### config.mk
export PLATFORM = sky130hd
export DESIGN_NAME = hsp_regport
export DESIGN_NICKNAME = d
export VERILOG_FILES = /design/src/rtl/hsp_pkg.sv /design/src/rtl/hsp_sync.sv /design/src/rtl/hsp_rx.sv /design/src/rtl/hsp_tx.sv /design/src/rtl/hsp_regport.sv
export SDC_FILE = /design/constraint.sdc
export NUM_CORES = 1
export LEC_CHECK = 0
export ABC_AREA = 1
export ABC_CLOCK_PERIOD_IN_PS = 1900
export BUFFER_PORTS_ARGS = -buffer_cell sky130_fd_sc_hd__buf_2
export CORE_ASPECT_RATIO = 2
export CORE_UTILIZATION = 30
export CTS_CLUSTER_DIAMETER = 100
export DETAILED_ROUTE_END_ITERATION = 16
export SETUP_SLACK_MARGIN = 0.1
export SYNTH_ARGS = -nofsm -noshare
export SYNTH_HDL_FRONTEND = slang
export SYNTH_HIERARCHICAL = 1
export SYNTH_SLANG_ARGS = --single-unit
### constraint.sdc
create_clock -name clk -period 1.9 [get_ports clk]
set_input_delay 0.095 -clock clk [delete_from_list [all_inputs] [get_ports clk]]
set_output_delay 0.095 -clock clk [all_outputs]
set_load 0.01 [all_outputs]
### src/rtl/hsp_pkg.sv
package hsp_pkg;

    // Command byte layout is fixed by the wire format.
    localparam int unsigned DATA_W   = 8;
    localparam int unsigned ADDR_W   = 4;
    localparam int unsigned BITCNT_W = $clog2(DATA_W);

    typedef enum logic [1:0] {
        PH_CMD  = 2'd0,
        PH_DATA = 2'd1,
        PH_DONE = 2'd2
    } phase_e;

    // Packed so that bit 0 of the received byte lands in 'rd'.
    typedef struct packed {
        logic              burst;
        logic [1:0]        rsv;
        logic [ADDR_W-1:0] addr;
        logic              rd;
    } cmd_t;

    function automatic logic cmd_ok(input cmd_t c, input int unsigned nregs);
        return (c.rsv == 2'b00) && (c.addr < ADDR_W'(nregs));
    endfunction

endpackage

### src/rtl/hsp_sync.sv
module hsp_sync
    import hsp_pkg::*;
#(
    parameter int unsigned STAGES = 2
) (
    input  logic clk,
    input  logic rst,
    input  logic sclk_i,
    input  logic cs_n_i,
    input  logic sdi_i,
    output logic sclk_rise,
    output logic sclk_fall,
    output logic cs_n_s,
    output logic sdi_s
);
    localparam int unsigned TOP = STAGES - 1;

    logic [STAGES-1:0] sclk_q;
    logic [STAGES-1:0] cs_q;
    logic [STAGES-1:0] sdi_q;
    logic              sclk_d;

    generate
        if (STAGES == 1) begin : g_one
            always_ff @(posedge clk) begin
                if (rst) begin
                    sclk_q <= '0;
                    cs_q   <= '1;
                    sdi_q  <= '0;
                end else begin
                    sclk_q <= sclk_i;
                    cs_q   <= cs_n_i;
                    sdi_q  <= sdi_i;
                end
            end
        end else begin : g_chain
            always_ff @(posedge clk) begin
                if (rst) begin
                    sclk_q <= '0;
                    cs_q   <= '1;
                    sdi_q  <= '0;
                end else begin
                    sclk_q <= {sclk_q[STAGES-2:0], sclk_i};
                    cs_q   <= {cs_q[STAGES-2:0], cs_n_i};
                    sdi_q  <= {sdi_q[STAGES-2:0], sdi_i};
                end
            end
        end
    endgenerate

    always_ff @(posedge clk) begin
        if (rst) sclk_d <= 1'b0;
        else     sclk_d <= sclk_q[TOP];
    end

    assign sclk_rise = sclk_q[TOP] & ~sclk_d & ~cs_q[TOP];
    assign sclk_fall = ~sclk_q[TOP] & sclk_d & ~cs_q[TOP];
    assign cs_n_s    = cs_q[TOP];
    assign sdi_s     = sdi_q[TOP];
endmodule

### src/rtl/hsp_rx.sv
module hsp_rx
    import hsp_pkg::*;
(
    input  logic              clk,
    input  logic              rst,
    input  logic              clear,
    input  logic              shift,
    input  logic              sdi,
    output logic [DATA_W-1:0] byte_o,
    output logic              done_o
);
    logic [DATA_W-1:0]   sh_q;
    logic [BITCNT_W-1:0] cnt_q;
    logic                done_q;

    always_ff @(posedge clk) begin
        if (rst || clear) begin
            sh_q   <= '0;
            cnt_q  <= '0;
            done_q <= 1'b0;
        end else if (shift) begin
            sh_q   <= {sdi, sh_q[DATA_W-1:1]};
            cnt_q  <= cnt_q + 1'b1;
            done_q <= (cnt_q == BITCNT_W'(DATA_W - 1));
        end else begin
            done_q <= 1'b0;
        end
    end

    assign byte_o = sh_q;
    assign done_o = done_q;
endmodule

### src/rtl/hsp_tx.sv
module hsp_tx
    import hsp_pkg::*;
(
    input  logic              clk,
    input  logic              rst,
    input  logic              clear,
    input  logic              load,
    input  logic [DATA_W-1:0] load_data,
    input  logic              shift,
    output logic              sdo
);
    logic [DATA_W-1:0] sh_q;
    logic              sdo_q;

    always_ff @(posedge clk) begin
        if (rst || clear) begin
            sh_q  <= '0;
            sdo_q <= 1'b0;
        end else if (load) begin
            sh_q  <= load_data;
        end else if (shift) begin
            sdo_q <= sh_q[0];
            sh_q  <= {1'b0, sh_q[DATA_W-1:1]};
        end
    end

    assign sdo = sdo_q;
endmodule

### src/rtl/hsp_regport.sv
module hsp_regport
    import hsp_pkg::*;
#(
    parameter int unsigned NUM_REGS    = 11,
    parameter int unsigned SYNC_STAGES = 2,
    parameter int unsigned STAT_ADDR_A = 5,
    parameter int unsigned STAT_ADDR_B = 7
) (
    input  logic              clk,
    input  logic              rst,
    input  logic              cs_n_i,
    input  logic              sclk_i,
    input  logic              sdi_i,
    output logic              sdo_o,
    output logic              sdo_oe_o,
    output logic [ADDR_W-1:0] reg_addr_o,
    output logic              reg_wr_o,
    output logic [DATA_W-1:0] reg_wdata_o,
    output logic              reg_rd_o,
    input  logic [DATA_W-1:0] reg_rdata_i,
    output logic [1:0]        stat_clr_o
);
    localparam logic [ADDR_W-1:0] LAST_ADDR = ADDR_W'(NUM_REGS - 1);
    localparam logic [ADDR_W-1:0] STAT_A    = ADDR_W'(STAT_ADDR_A);
    localparam logic [ADDR_W-1:0] STAT_B    = ADDR_W'(STAT_ADDR_B);

    logic              sclk_rise, sclk_fall, cs_n_s, sdi_s;
    logic              rx_done;
    logic [DATA_W-1:0] rx_byte;
    cmd_t              cmd_in;
    logic              cmd_valid;

    phase_e            phase_q;
    logic              is_rd_q, ok_q, burst_q, oe_q;
    logic              load_q, live_q;
    logic [ADDR_W-1:0] cur_addr_q, addr_q;
    logic              wr_q, rd_q;
    logic [DATA_W-1:0] wdata_q;
    logic [1:0]        clr_q;
    logic              more_w;
    logic [DATA_W-1:0] tx_data;

    hsp_sync #(.STAGES(SYNC_STAGES)) u_sync (
        .clk       (clk),
        .rst       (rst),
        .sclk_i    (sclk_i),
        .cs_n_i    (cs_n_i),
        .sdi_i     (sdi_i),
        .sclk_rise (sclk_rise),
        .sclk_fall (sclk_fall),
        .cs_n_s    (cs_n_s),
        .sdi_s     (sdi_s)
    );

    hsp_rx u_rx (
        .clk    (clk),
        .rst    (rst),
        .clear  (cs_n_s),
        .shift  (sclk_rise),
        .sdi    (sdi_s),
        .byte_o (rx_byte),
        .done_o (rx_done)
    );

    assign tx_data = live_q ? reg_rdata_i : '0;

    hsp_tx u_tx (
        .clk       (clk),
        .rst       (rst),
        .clear     (cs_n_s),
        .load      (load_q),
        .load_data (tx_data),
        .shift     (sclk_fall),
        .sdo       (sdo_o)
    );

    assign cmd_in    = cmd_t'(rx_byte);
    assign cmd_valid = cmd_ok(cmd_in, NUM_REGS);
    assign more_w    = burst_q && (cur_addr_q != LAST_ADDR);

    always_ff @(posedge clk) begin
        if (rst) begin
            phase_q    <= PH_CMD;
            is_rd_q    <= 1'b0;
            ok_q       <= 1'b0;
            burst_q    <= 1'b0;
            oe_q       <= 1'b0;
            load_q     <= 1'b0;
            live_q     <= 1'b0;
            cur_addr_q <= '0;
            addr_q     <= '0;
            wr_q       <= 1'b0;
            rd_q       <= 1'b0;
            wdata_q    <= '0;
            clr_q      <= '0;
        end else begin
            wr_q   <= 1'b0;
            rd_q   <= 1'b0;
            load_q <= 1'b0;
            clr_q  <= '0;
            if (cs_n_s) begin
                phase_q <= PH_CMD;
                oe_q    <= 1'b0;
                burst_q <= 1'b0;
            end else if (rx_done) begin
                unique case (phase_q)
                    PH_CMD: begin
                        is_rd_q    <= cmd_in.rd;
                        ok_q       <= cmd_valid;
                        burst_q    <= cmd_valid && cmd_in.burst && (cmd_in.addr == '0);
                        cur_addr_q <= cmd_in.addr;
                        oe_q       <= cmd_in.rd;
                        phase_q    <= PH_DATA;
                        if (cmd_in.rd) begin
                            load_q <= 1'b1;
                            live_q <= cmd_valid;
                            rd_q   <= cmd_valid;
                            addr_q <= cmd_in.addr;
                        end
                    end
                    PH_DATA: begin
                        if (is_rd_q) begin
                            if (ok_q && !burst_q)
                                clr_q <= {cur_addr_q == STAT_B, cur_addr_q == STAT_A};
                        end else if (ok_q) begin
                            wr_q    <= 1'b1;
                            addr_q  <= cur_addr_q;
                            wdata_q <= rx_byte;
                        end
                        if (more_w) begin
                            cur_addr_q <= cur_addr_q + 1'b1;
                            if (is_rd_q) begin
                                load_q <= 1'b1;
                                live_q <= 1'b1;
                                rd_q   <= 1'b1;
                                addr_q <= cur_addr_q + 1'b1;
                            end
                        end else begin
                            phase_q <= PH_DONE;
                        end
                    end
                    default: ;
                endcase
            end
        end
    end

    assign sdo_oe_o    = oe_q;
    assign reg_addr_o  = addr_q;
    assign reg_wr_o    = wr_q;
    assign reg_wdata_o = wdata_q;
    assign reg_rd_o    = rd_q;
    assign stat_clr_o  = clr_q;
endmodule

==> run_results.csv, run 1 <==
group,metric,value,unit
pwr,ir_drop,0.336,mV
sta,tns,0,ns
setup_path,cp.arrival,1.77,ns
synth,yosysSeqAreaShare,43.2,%
die,die_h,134,um
layout,regArea,0.00112,mm^2
global_routing,grt_pass1_wl,10100,um
pwr,p_leak,1.38,nW
run,cap_violations,0,
sta,min_period,1.53,ns
cts,clk_pin_slew,0.07,ns
synth,synth_top_cell_area_share,43.2,%
sta,timing.fmax,0.654,GHz
synth,ys_top_cells_by_count,"nand2_1, nor2_1, dfxtp_1",
drt,dr.pass1.iters,4,
placed_design,place.detailed.hpwl,4580,um
sta,post-route-period-util,80.5,%
synth,yosys_register_bits,56,
cts,cts_sinks,56,
die,placementRows,47,
synth,syn_inst,363,
setup_path,crit_fanout,7,
layout,syn2layout_area_growth,16.2,%
setup_path,critPathCaptureType,"register",
sta,slew_headroom,58.7,%
cts,numCtsBuffers,5,
layout,multi_input_area,0.00121,mm^2
cts,clk_latency,0.30,ns
drt,drt_iter0_drc,77,
drt,wirelength,6060,um
sta,worst_hold_slack,0.131,ns
die,die-width,67.8,um
synth,synth_cell_type_count,34,
drt,via_per_inst,4.56,
layout,antennaDiodeCount,0,
synth,yosys_warnings,6,
global_routing,grt_pass1_vias,2225,
synth,yosysMostFrequentCell,"nand2_1",
status,outcome,"finished clean",
die,io-pin-count,31,
min_path,hold_path_class,"input port to register",
die,initial_core_util,31.1,%
global_routing,grt_max_degree,24,
setup_path,start_kind,"register",
sta,setup_ws,0.371,ns
layout,layout.nets,418,
synth,synth_nets,381,
setup_path,path_class,"register to register",
cts,htreeDepth,2,
sta,setup_viol,0,
synth,synthArstFlopShare,0,%
die,die-area,0.00905,mm^2
cts,cts_setup_buffers,0,
global_routing,grt.total_usage,14.8,%
drt,ant_nets,0,
placed_design,portBuffers,30,
synth,ys.flop_type,"dfxtp_1",
sta,rsz0062_at_grt,"no",
layout,fill_cells,917,
placed_design,dp_slack,0.418,ns
synth,synth.avg_cell_area,7.15,um^2
cts,cts_root_buffer,"clkbuf_16",
synth,yosys-top-cells-area,"dfxtp_1, nand2_1, nor2_1",
synth,yosys.area.top_type,"dfxtp_1",
drt,drc,0,
placed_design,place.gp.congestion,0.859,
global_routing,antenna_found_initial,0,
cts,cts_buffer_depth,2,
global_routing,grt_overflow_total,0,
sta,hold_violations,0,
pwr,p_per_area,722,mW/mm^2
die,coreArea,0.00835,mm^2
sta,tightest_slew,0.619,ns
sta,drv_slew,0,
drt,wl_per_cell,12.2,um
synth,synth_edf_count,0,
cts,cts_tree,"built",
setup_path,crit_required,2.14,ns
sta,finClkSkew,0.00747,ns
layout,drive_gt1_share,16.5,%
synth,synth.cell_area,0.00260,mm^2
drt,vias,2277,
==> power breakdown <==
part | internal (W) | switching (W)
Clock | 0.000491 | 0.000447
Combinational | 0.0000248 | 0.0000315
Sequential | 0.00118 | 0.00000437
Total | 0.00170 | 0.000483
==> worst paths after layout <==
kind | start | endpoint | slack (ns) | cells after the start
min reg2reg | u_sync/sclk_q[0]$_SDFF_PP0_ | u_sync/sclk_q[1]$_SDFF_PP0_ | 0.40 | 2
max reg2reg | cur_addr_q[0]$_SDFFE_PP0P_ | reg_addr_o[0]$_SDFFE_PP0P_ | 0.37 | 9
max | cur_addr_q[0]$_SDFFE_PP0P_ | reg_addr_o[0]$_SDFFE_PP0P_ | 0.37 | 9
min | reg_rdata_i[7] | u_tx/sh_q[7]$_SDFFE_PP0P_ | 0.13 | 5
==> timing repair <==
action | CTS | global route
gates resized for setup | 0 | 0
hold buffers | 3 | 0
hold endpoints to repair | 3 | 0
==> worst max-delay path, stage by stage, from the launching register on <==
cell and delay, ns:
dfxtp_1 0.45, inv_1 0.11, ha_1 0.20, nand3_1 0.11
nand3_2 0.13, inv_2 0.10, nand2_1 0.10, o21ai_1 0.13
nor2_1 0.05, nor2_1 0.08
==> cell families after synthesis <==
| family | count (synthesis) | synth area share (%) |
|---|---|---|
| and+or+nand+nor | 201 | 35.3 |
| buffers and inverters | 60 | 10.2 |
| DFF | 56 | 43.2 |
| AOI/OAI and AO/OA | 41 | 8.96 |
| adders and majority gates | 5 | 2.41 |
==> cells in the final DEF (no fill, tap or decap) <==
| cell | netlist | routed |
|---|---|---|
| a211oi_1 | 1 | 1 |
| a21boi_0 | 2 | 2 |
| a21boi_1 | 2 | 2 |
| a21oi_1 | 13 | 13 |
| a21oi_4 | 1 | 1 |
| buf_2 | 0 | 30 |
| buf_4 | 1 | 4 |
| clkbuf_16 | 0 | 5 |
| clkinv_4 | 0 | 1 |
| clkinvlp_4 | 0 | 2 |
| dfxtp_1 | 56 | 56 |
| dlygate4sd3_1 | 0 | 3 |
| ha_1 | 5 | 5 |
| inv_1 | 48 | 48 |
| inv_2 | 3 | 3 |
| inv_4 | 2 | 2 |
| nand2_1 | 91 | 91 |
| nand2_2 | 3 | 3 |
| nand2_4 | 2 | 2 |
| nand3_1 | 27 | 27 |
| nand3_2 | 1 | 1 |
| nand4_1 | 3 | 3 |
| nor2_1 | 57 | 57 |
| nor2_2 | 5 | 5 |
| nor2_4 | 1 | 1 |
| nor2_8 | 2 | 2 |
| nor3_1 | 1 | 1 |
| nor3_2 | 1 | 1 |
| nor3b_1 | 1 | 1 |
| nor3b_4 | 1 | 1 |
| nor4_1 | 1 | 1 |
| o21ai_0 | 15 | 15 |
| o21ai_1 | 6 | 6 |
| o32ai_1 | 1 | 1 |
| or2_1 | 2 | 2 |
| or2_2 | 2 | 2 |
==> per-layer routing <==
layer / global-route usage (%) / routed length, um
met5: 0 / 0
met4: 8.80 / 218
met3: 2.40 / 129
met2: 26.6 / 3380
met1: 15.0 / 2330
==> layout make-up <==
cell class	count	share of cell area, %
multi-input combinational	247	40.1
clock inverter	3	0.788
tap	98	4.06
timing repair buffer	37	6.97
inverter	53	6.76
sequential	56	37.1
clock buffer	5	4.15
==> state kept, by name, indices dropped and copies added (netlist names) <==
name and count:
burst_q 1, u_rx/cnt_q 3, live_q 1, load_q 1
reg_addr_o 4, sdo_oe_o 1, u_tx/sdo 1, stat_clr_o 2
u_tx/sh_q 8, u_sync/cs_q 2, reg_wr_o 1, cur_addr_q 4
u_rx/byte_o 8, u_sync/sclk_q 2, is_rd_q 1, reg_rd_o 1
u_sync/sclk_d 1, reg_wdata_o 8, u_sync/sdi_q 2, ok_q 1
u_rx/done_o 1, phase_q 2
==> metrics by stage <==
| stage | instance area, um^2 | utilization (%) | total power [W] | cells |
|---|---|---|---|---|
| floorplan | 2600 | - | 0.00124 | 363 |
| global placement | 2840 | 34.0 | 0.00126 | 488 |
| detailed placement | 2840 | 34.0 | 0.00126 | 488 |
| CTS | 3020 | 36.1 | 0.00221 | 499 |
| global route | 3020 | 36.1 | 0.00225 | 499 |
| finish | 3020 | 36.1 | 0.00218 | 499 |
Power figures use the tool's default switching activity.
==> run 2: changes to the inputs <==
--- a/config.mk
+++ b/config.mk
@@ -5,8 +5,8 @@
 export SDC_FILE = /design/constraint.sdc
 export NUM_CORES = 1
 export LEC_CHECK = 0
-export ABC_AREA = 1
-export ABC_CLOCK_PERIOD_IN_PS = 1900
+export ABC_AREA = 0
+export ABC_CLOCK_PERIOD_IN_PS = 1450
 export BUFFER_PORTS_ARGS = -buffer_cell sky130_fd_sc_hd__buf_2
 export CORE_ASPECT_RATIO = 2
 export CORE_UTILIZATION = 30
==> constraint.sdc (replaced) <==
create_clock -name clk -period 1.45 [get_ports clk]
set_input_delay 0.0725 -clock clk [delete_from_list [all_inputs] [get_ports clk]]
set_output_delay 0.0725 -clock clk [all_outputs]
set_load 0.01 [all_outputs]
==> run 2 against run 1 <==
  * The run now ends with setup timing left
  * Count of clock-buffer cells in the layout grew 1
  * First-iteration DRC count decreased by 45%
  * Via count decreased by 3.9%
  * Area after synthesis is 2.9% lower
  * Core utilization is 7.6 points higher
  * Critical endpoint unchanged
==> run_results.csv, run 2 <==
group,metric,value,unit
global_routing,grt_pass1_wl,10500,um
sta,hold_violations,0,
synth,synth.area.mux_share,17.0,%
drt,wirelength,6640,um
placed_design,portBuffers,30,
synth,ys_top_cells_by_count,"dfxtp_1, nor2_1, mux2i_1",
synth,synth_cell_type_count,46,
sta,finClkSkew,0.00486,ns
pwr,ir_drop,0.560,mV
die,io-pin-count,31,
setup_path,r2r_start,"cur_addr_q[0]$_SDFFE_PP0P_",
drt,vias,2189,
synth,synth.avg_cell_area,9.62,um^2
sta,setup_viol,10,
drt,via_per_inst,4.85,
global_routing,grt_pass1_vias,2192,
layout,final_common_cell,"buf_4",
setup_path,path_class,"register to register",
min_path,hold_path_depth,2,
synth,synthArstFlopShare,0,%
setup_path,r2r_slack,-0.17,ns
synth,yosysSeqAreaShare,44.5,%
drt,ant_nets,0,
drt,drc,0,
cts,htreeDepth,2,
run,cap_violations,0,
layout,antennaDiodeCount,0,
layout,drive_gt1_share,38.8,%
die,coreArea,0.00823,mm^2
synth,synth_top_family_by_area,"simple AND/OR/NAND/NOR gates",
setup_path,rr_endpoint,"reg_addr_o[0]$_SDFFE_PP0P_",
cts,clk_latency,0.30,ns
synth,yosys_register_bits,56,
global_routing,grt.total_usage,16.0,%
setup_path,start_kind,"register",
layout,syn2layout_area_growth,43.0,%
drt,wl_met2,3770,um
layout,layout.nets,370,
cts,cts_buffer_depth,2,
synth,synthAdderAreaFrac,2.48,%
sta,timing.fmax,0.617,GHz
placed_design,dp_cells,426,
global_routing,grt_max_degree,22,
setup_path,rr_worst_depth,7,
drt,wl_met3,185,um
sta,post-route-period-util,112,%
cts,cts_root_buffer,"clkbuf_16",
setup_path,cp.arrival,1.85,ns
status,outcome,"finished with violations",
layout,fill_cells,806,
cts,numCtsBuffers,5,
synth,yosysMostFrequentCell,"dfxtp_1",
layout,final_util,43.8,%
synth,synth_edf_count,0,
layout,final_cells,451,
pwr,p_per_area,833,mW/mm^2
die,die-area,0.00880,mm^2
placed_design,place.gp.congestion,0.889,
synth,synth_top_cell_area_share,44.5,%
pwr,p_leak,1.42,nW
sta,worst_hold_slack,0.00557,ns
synth,ys.flop_type,"dfxtp_1",
die,die_h,132,um
layout,final_cell_mix,"buf_4, dfxtp_1, nor2_1, buf_2, mux2i_1",
sta,drv_slew,0,
synth,syn_inst,262,
setup_path,critPathLaunch,"cur_addr_q[0]$_SDFFE_PP0P_",
drt,drt_iter0_drc,42,
synth,yosys-top-cells-area,"dfxtp_1, mux2i_1, nor2_1",
placed_design,dp_slack,-0.202,ns
die,die-width,66.8,um
global_routing,grt_overflow_total,0,
placed_design,place.detailed.hpwl,4770,um
setup_path,crit_required,1.67,ns
global_routing,antenna_found_initial,0,
drt,top_layer,"met4",
drt,dr.pass1.iters,4,
synth,synth_nets,280,
drt,m1WireLength,2350,um
cts,cts_tree,"built",
setup_path,crit_end,"reg_addr_o[0]$_SDFFE_PP0P_",
setup_path,critPathCaptureType,"register",
cts,cts_sinks,56,
synth,synth-xor-area-share,0.695,%
setup_path,crit_fanout,4,
sta,rsz0062_at_grt,"yes",
sta,min_period,1.62,ns
synth,synth.cell_area,0.00252,mm^2
sta,slew_headroom,66.0,%
die,initial_core_util,30.6,%
min_path,hold_path_class,"input port to register",
sta,tightest_slew,0.510,ns
die,placementRows,47,
drt,wl_per_cell,14.7,um
synth,synthSimpleGateAreaFrac,21.5,%
synth,synth-compound-area-share,10.0,%
status,violations,"setup timing",
sta,tns,-0.817,ns
synth,yosys.area.top_type,"dfxtp_1",
synth,yosys_warnings,6,
sta,setup_ws,-0.170,ns
cts,clk_pin_slew,0.07,ns
[run 2: cell count changes in the layout (fill, tap and decap cells not counted), moves of 8 or more]
cell,delta
o21ai_0,-10
inv_1,-43
nor2_1,-15
mux2i_1,+28
nor2b_1,+8
buf_4,+47
mux2_4,+8
dfxtp_1,-8
nand3_1,-24
nand2_1,-79
and2_1,+8
[run 2: stage by stage]
stage,total power [W],cell area [um^2]
global placement,0.00164,3110
global route,0.00311,3600
detailed placement,0.00164,3110
finish,0.00300,3600
CTS,0.00305,3440
floorplan,0.00161,2530
[run 2: cell families (layout without fill, tap and decap cells)]
group,Yosys count,in the layout
simple gates,105,105
flops,56,56
mux,39,39
compound gates,38,38
buf+inv,17,108
fa+ha+maj,5,5
xor+xnor,2,2
[run 2: worst min-delay path by stage]
stage                     startpoint                         end  slack, ns
after floorplan                  rst    u_sync/sclk_d$_SDFF_PP0_       0.14
after global placement        cs_n_i   u_sync/cs_q[0]$_SDFF_PP1_       0.26
after detailed placement      cs_n_i   u_sync/cs_q[0]$_SDFF_PP1_       0.26
after CTS                        rst  u_sync/sdi_q[0]$_SDFF_PP0_      0.007
after global routing             rst  u_sync/sdi_q[0]$_SDFF_PP0_      0.003
final                            rst  u_sync/sdi_q[0]$_SDFF_PP0_      0.006
[run 2: per-layer routing]
layer,global-route usage [%],vias to the layer above
li1,-,1091
met1,15.2,1039
met3,2.43,18
met4,11.0,0
met5,0,-
met2,29.4,41
[run 2: timing repair]
| action | in CTS | in global routing |
|---|---|---|
| pin swaps | 10 | 13 |
| setup buffers | 4 | 8 |
| resized for setup | 25 | 20 |
| hold buffers | 3 | 0 |
| endpoints found under the setup margin | 39 | 44 |
| cloned | 1 | 1 |
| hold endpoints to repair | 3 | 0 |
[run 2: power by group]
part           internal (W)  switching (W)
sequential          0.00154     0.00000633
clock              0.000823       0.000560
combinational     0.0000383      0.0000359
total               0.00240       0.000602
[run 2: final cells by class]
| cell class | instances | area (um^2) | area share [%] |
|---|---|---|---|
| clock buffers | 6 | 129 | 3.58 |
| flip-flops and latches | 56 | 1140 | 31.6 |
| inverters | 6 | 25.0 | 0.694 |
| multi-input cells | 189 | 1440 | 39.8 |
| well taps | 98 | 123 | 3.40 |
| clock inverters | 2 | 38.8 | 1.08 |
| repair buffers | 94 | 714 | 19.8 |
[run 2: critical path, stage by stage, from the launching register on]
cell and delay, ns:
dfxtp_4 0.38, inv_4 0.04, ha_4 0.15, and3b_2 0.22
buf_4 0.14, nor2_4 0.09, mux2_4 0.31, a211oi_2 0.21
==> run 3: changes to the inputs <==
--- a/config.mk
+++ b/config.mk
@@ -5,7 +5,7 @@
 export SDC_FILE = /design/constraint.sdc
 export NUM_CORES = 1
 export LEC_CHECK = 0
-export ABC_AREA = 0
+export ABC_AREA = 1
 export ABC_CLOCK_PERIOD_IN_PS = 1450
 export BUFFER_PORTS_ARGS = -buffer_cell sky130_fd_sc_hd__buf_2
 export CORE_ASPECT_RATIO = 2
==> run 3 against run 2 <==
  * The run now ends clean
  * Non-clock buffer count decreased by 40
  * Register-to-register slack gained 0.29 ns
  * Wire length shrank 8.3%
  * Core utilization shrank 5.2 points
  * Power fell by 6.0%
  * Critical endpoint is now cur_addr_q[3]$_SDFFE_PP0P_
==> run_results.csv, run 3 (synthesis results as in run 1) <==
group,metric,value,unit
sta,min_period,1.33,ns
setup_path,cp.arrival,1.52,ns
layout,final_cells,516,
pwr,p_per_area,876,mW/mm^2
sta,hold_violations,0,
layout,final_cell_mix,"nand2_1, nor2_1, dfxtp_1, inv_1, buf_2",
setup_path,start_kind,"register",
cts,clk_latency,0.30,ns
setup_path,crit_fanout,6,
layout,multi_input_area,0.00127,mm^2
cts,cts_buffer_depth,2,
layout,final_common_cell,"nand2_1",
drt,vias,2370,
sta,setup_viol,0,
run,cap_violations,0,
setup_path,path_class,"register to register",
global_routing,grt_pass1_wl,10300,um
cts,clk_pin_slew,0.07,ns
cts,cts_sinks,56,
cts,cts_tree,"built",
global_routing,antenna_found_initial,0,
pwr,p_leak,1.47,nW
global_routing,grt.total_usage,15.1,%
layout,fill_cells,918,
drt,ant_nets,0,
placed_design,place.detailed.hpwl,4770,um
sta,slew_headroom,70.0,%
cts,htreeDepth,2,
layout,antennaDiodeCount,0,
drt,drt_iter0_drc,91,
sta,tns,0,ns
sta,drv_slew,0,
placed_design,portBuffers,30,
die,die-width,67.8,um
sta,timing.fmax,0.753,GHz
die,io-pin-count,31,
drt,wl_per_cell,11.8,um
cts,numCtsBuffers,5,
placed_design,dp_cells,500,
setup_path,rr_worst_depth,9,
cts,cts_root_buffer,"clkbuf_16",
sta,post-route-period-util,91.6,%
die,die_h,134,um
layout,layout.nets,435,
placed_design,place.gp.congestion,0.916,
sta,rsz0062_at_grt,"yes",
global_routing,grt_max_degree,24,
setup_path,crit_required,1.65,ns
pwr,finalPower,0.00282,W
setup_path,critPathCaptureType,"register",
global_routing,grt_pass1_vias,2351,
die,initial_core_util,31.1,%
min_path,hold_path_class,"input port to register",
global_routing,grt_overflow_total,0,
drt,via_per_inst,4.59,
die,die-area,0.00905,mm^2
layout,regArea,0.00113,mm^2
die,placementRows,47,
drt,wirelength,6090,um
sta,finClkSkew,0.00315,ns
layout,syn2layout_area_growth,24.0,%
layout,drive_gt1_share,24.9,%
sta,tightest_slew,0.449,ns
die,coreArea,0.00835,mm^2
drt,drc,0,
min_path,hold_path_depth,5,
drt,dr.pass1.iters,4,
pwr,ir_drop,0.415,mV
status,outcome,"finished clean",
-- run 3: cell types whose count changed in the layout (fill, tap and decap cells not counted), sizes merged, moves of 10 or more --
| cell | change |
|---|---|
| nand2 | +84 |
| mux2 | -10 |
| nor2 | +22 |
| nor2b | -10 |
| nand3 | +24 |
| o21ai | +13 |
| mux2i | -29 |
| buf | -39 |
| inv | +46 |
-- run 3: worst max-delay path, cell delays in order (launching register included) --
cell and delay [ns]:
dfxtp_2 0.37, inv_1 0.06, ha_2 0.19, nand3_4 0.10, nand2_2 0.07, nand2_1 0.08
nand2_2 0.10, buf_4 0.15, nand2_1 0.06, a21oi_2 0.05
-- run 3: final cells by class --
type                       count  area share [%]
multi-input combinational    247            39.4
sequential                    56            35.0
timing repair buffer          54            11.0
inverter                      53            6.33
clock buffer                   5            3.89
tap                           98            3.81
clock inverter                 3           0.583
-- run 3: repair_timing --
| item | in CTS | in global routing |
|---|---|---|
| resized for setup | 5 | 27 |
| endpoints found under the setup margin | 9 | 20 |
| hold buffers | 3 | 0 |
| setup buffers | 2 | 3 |
| endpoints found under the hold margin | 3 | 0 |
| pin swaps | 2 | 10 |
-- run 3: through the flow --
step	utilization, %	hold WS (ns)	worst slack (ns)	instance area, um^2
floorplan	-	0.141	0.162	2600
global placement	35.2	0.257	0.0172	2940
detailed placement	35.2	0.273	0.00629	2940
CTS	37.6	0.102	0.102	3140
global route	38.6	0.157	0.0193	3220
finish	38.6	0.108	0.122	3220
-- run 3: layer usage --
metal | wire length (um) | share of wire, % | global-route usage [%] | vias to the layer above
li1 | - | - | - | 1230
met1 | 2220 | 36 | 14.3 | 1083
met2 | 3440 | 57 | 28.2 | 38
met3 | 144 | 2.4 | 2.57 | 19
met4 | 279 | 4.6 | 9.03 | 0
met5 | 0 | 0 | 0 | -
-- run 3: final timing paths --
check | slack, ns | from | endpoint
setup / recovery | 0.12 | cur_addr_q[0]$_SDFFE_PP0P_ | cur_addr_q[3]$_SDFFE_PP0P_
hold / removal | 0.11 | reg_rdata_i[7] | u_tx/sh_q[7]$_SDFFE_PP0P_
hold reg to reg | 0.41 | u_sync/sclk_q[0]$_SDFF_PP0_ | u_sync/sclk_q[1]$_SDFF_PP0_
setup reg to reg | 0.12 | cur_addr_q[0]$_SDFFE_PP0P_ | cur_addr_q[3]$_SDFFE_PP0P_
-- run 3: report_power, final --
group	internal (W)	switching [W]
logic	0.0000375	0.0000470
clock network	0.000638	0.000551
registers	0.00155	0.00000304
total	0.00222	0.000601
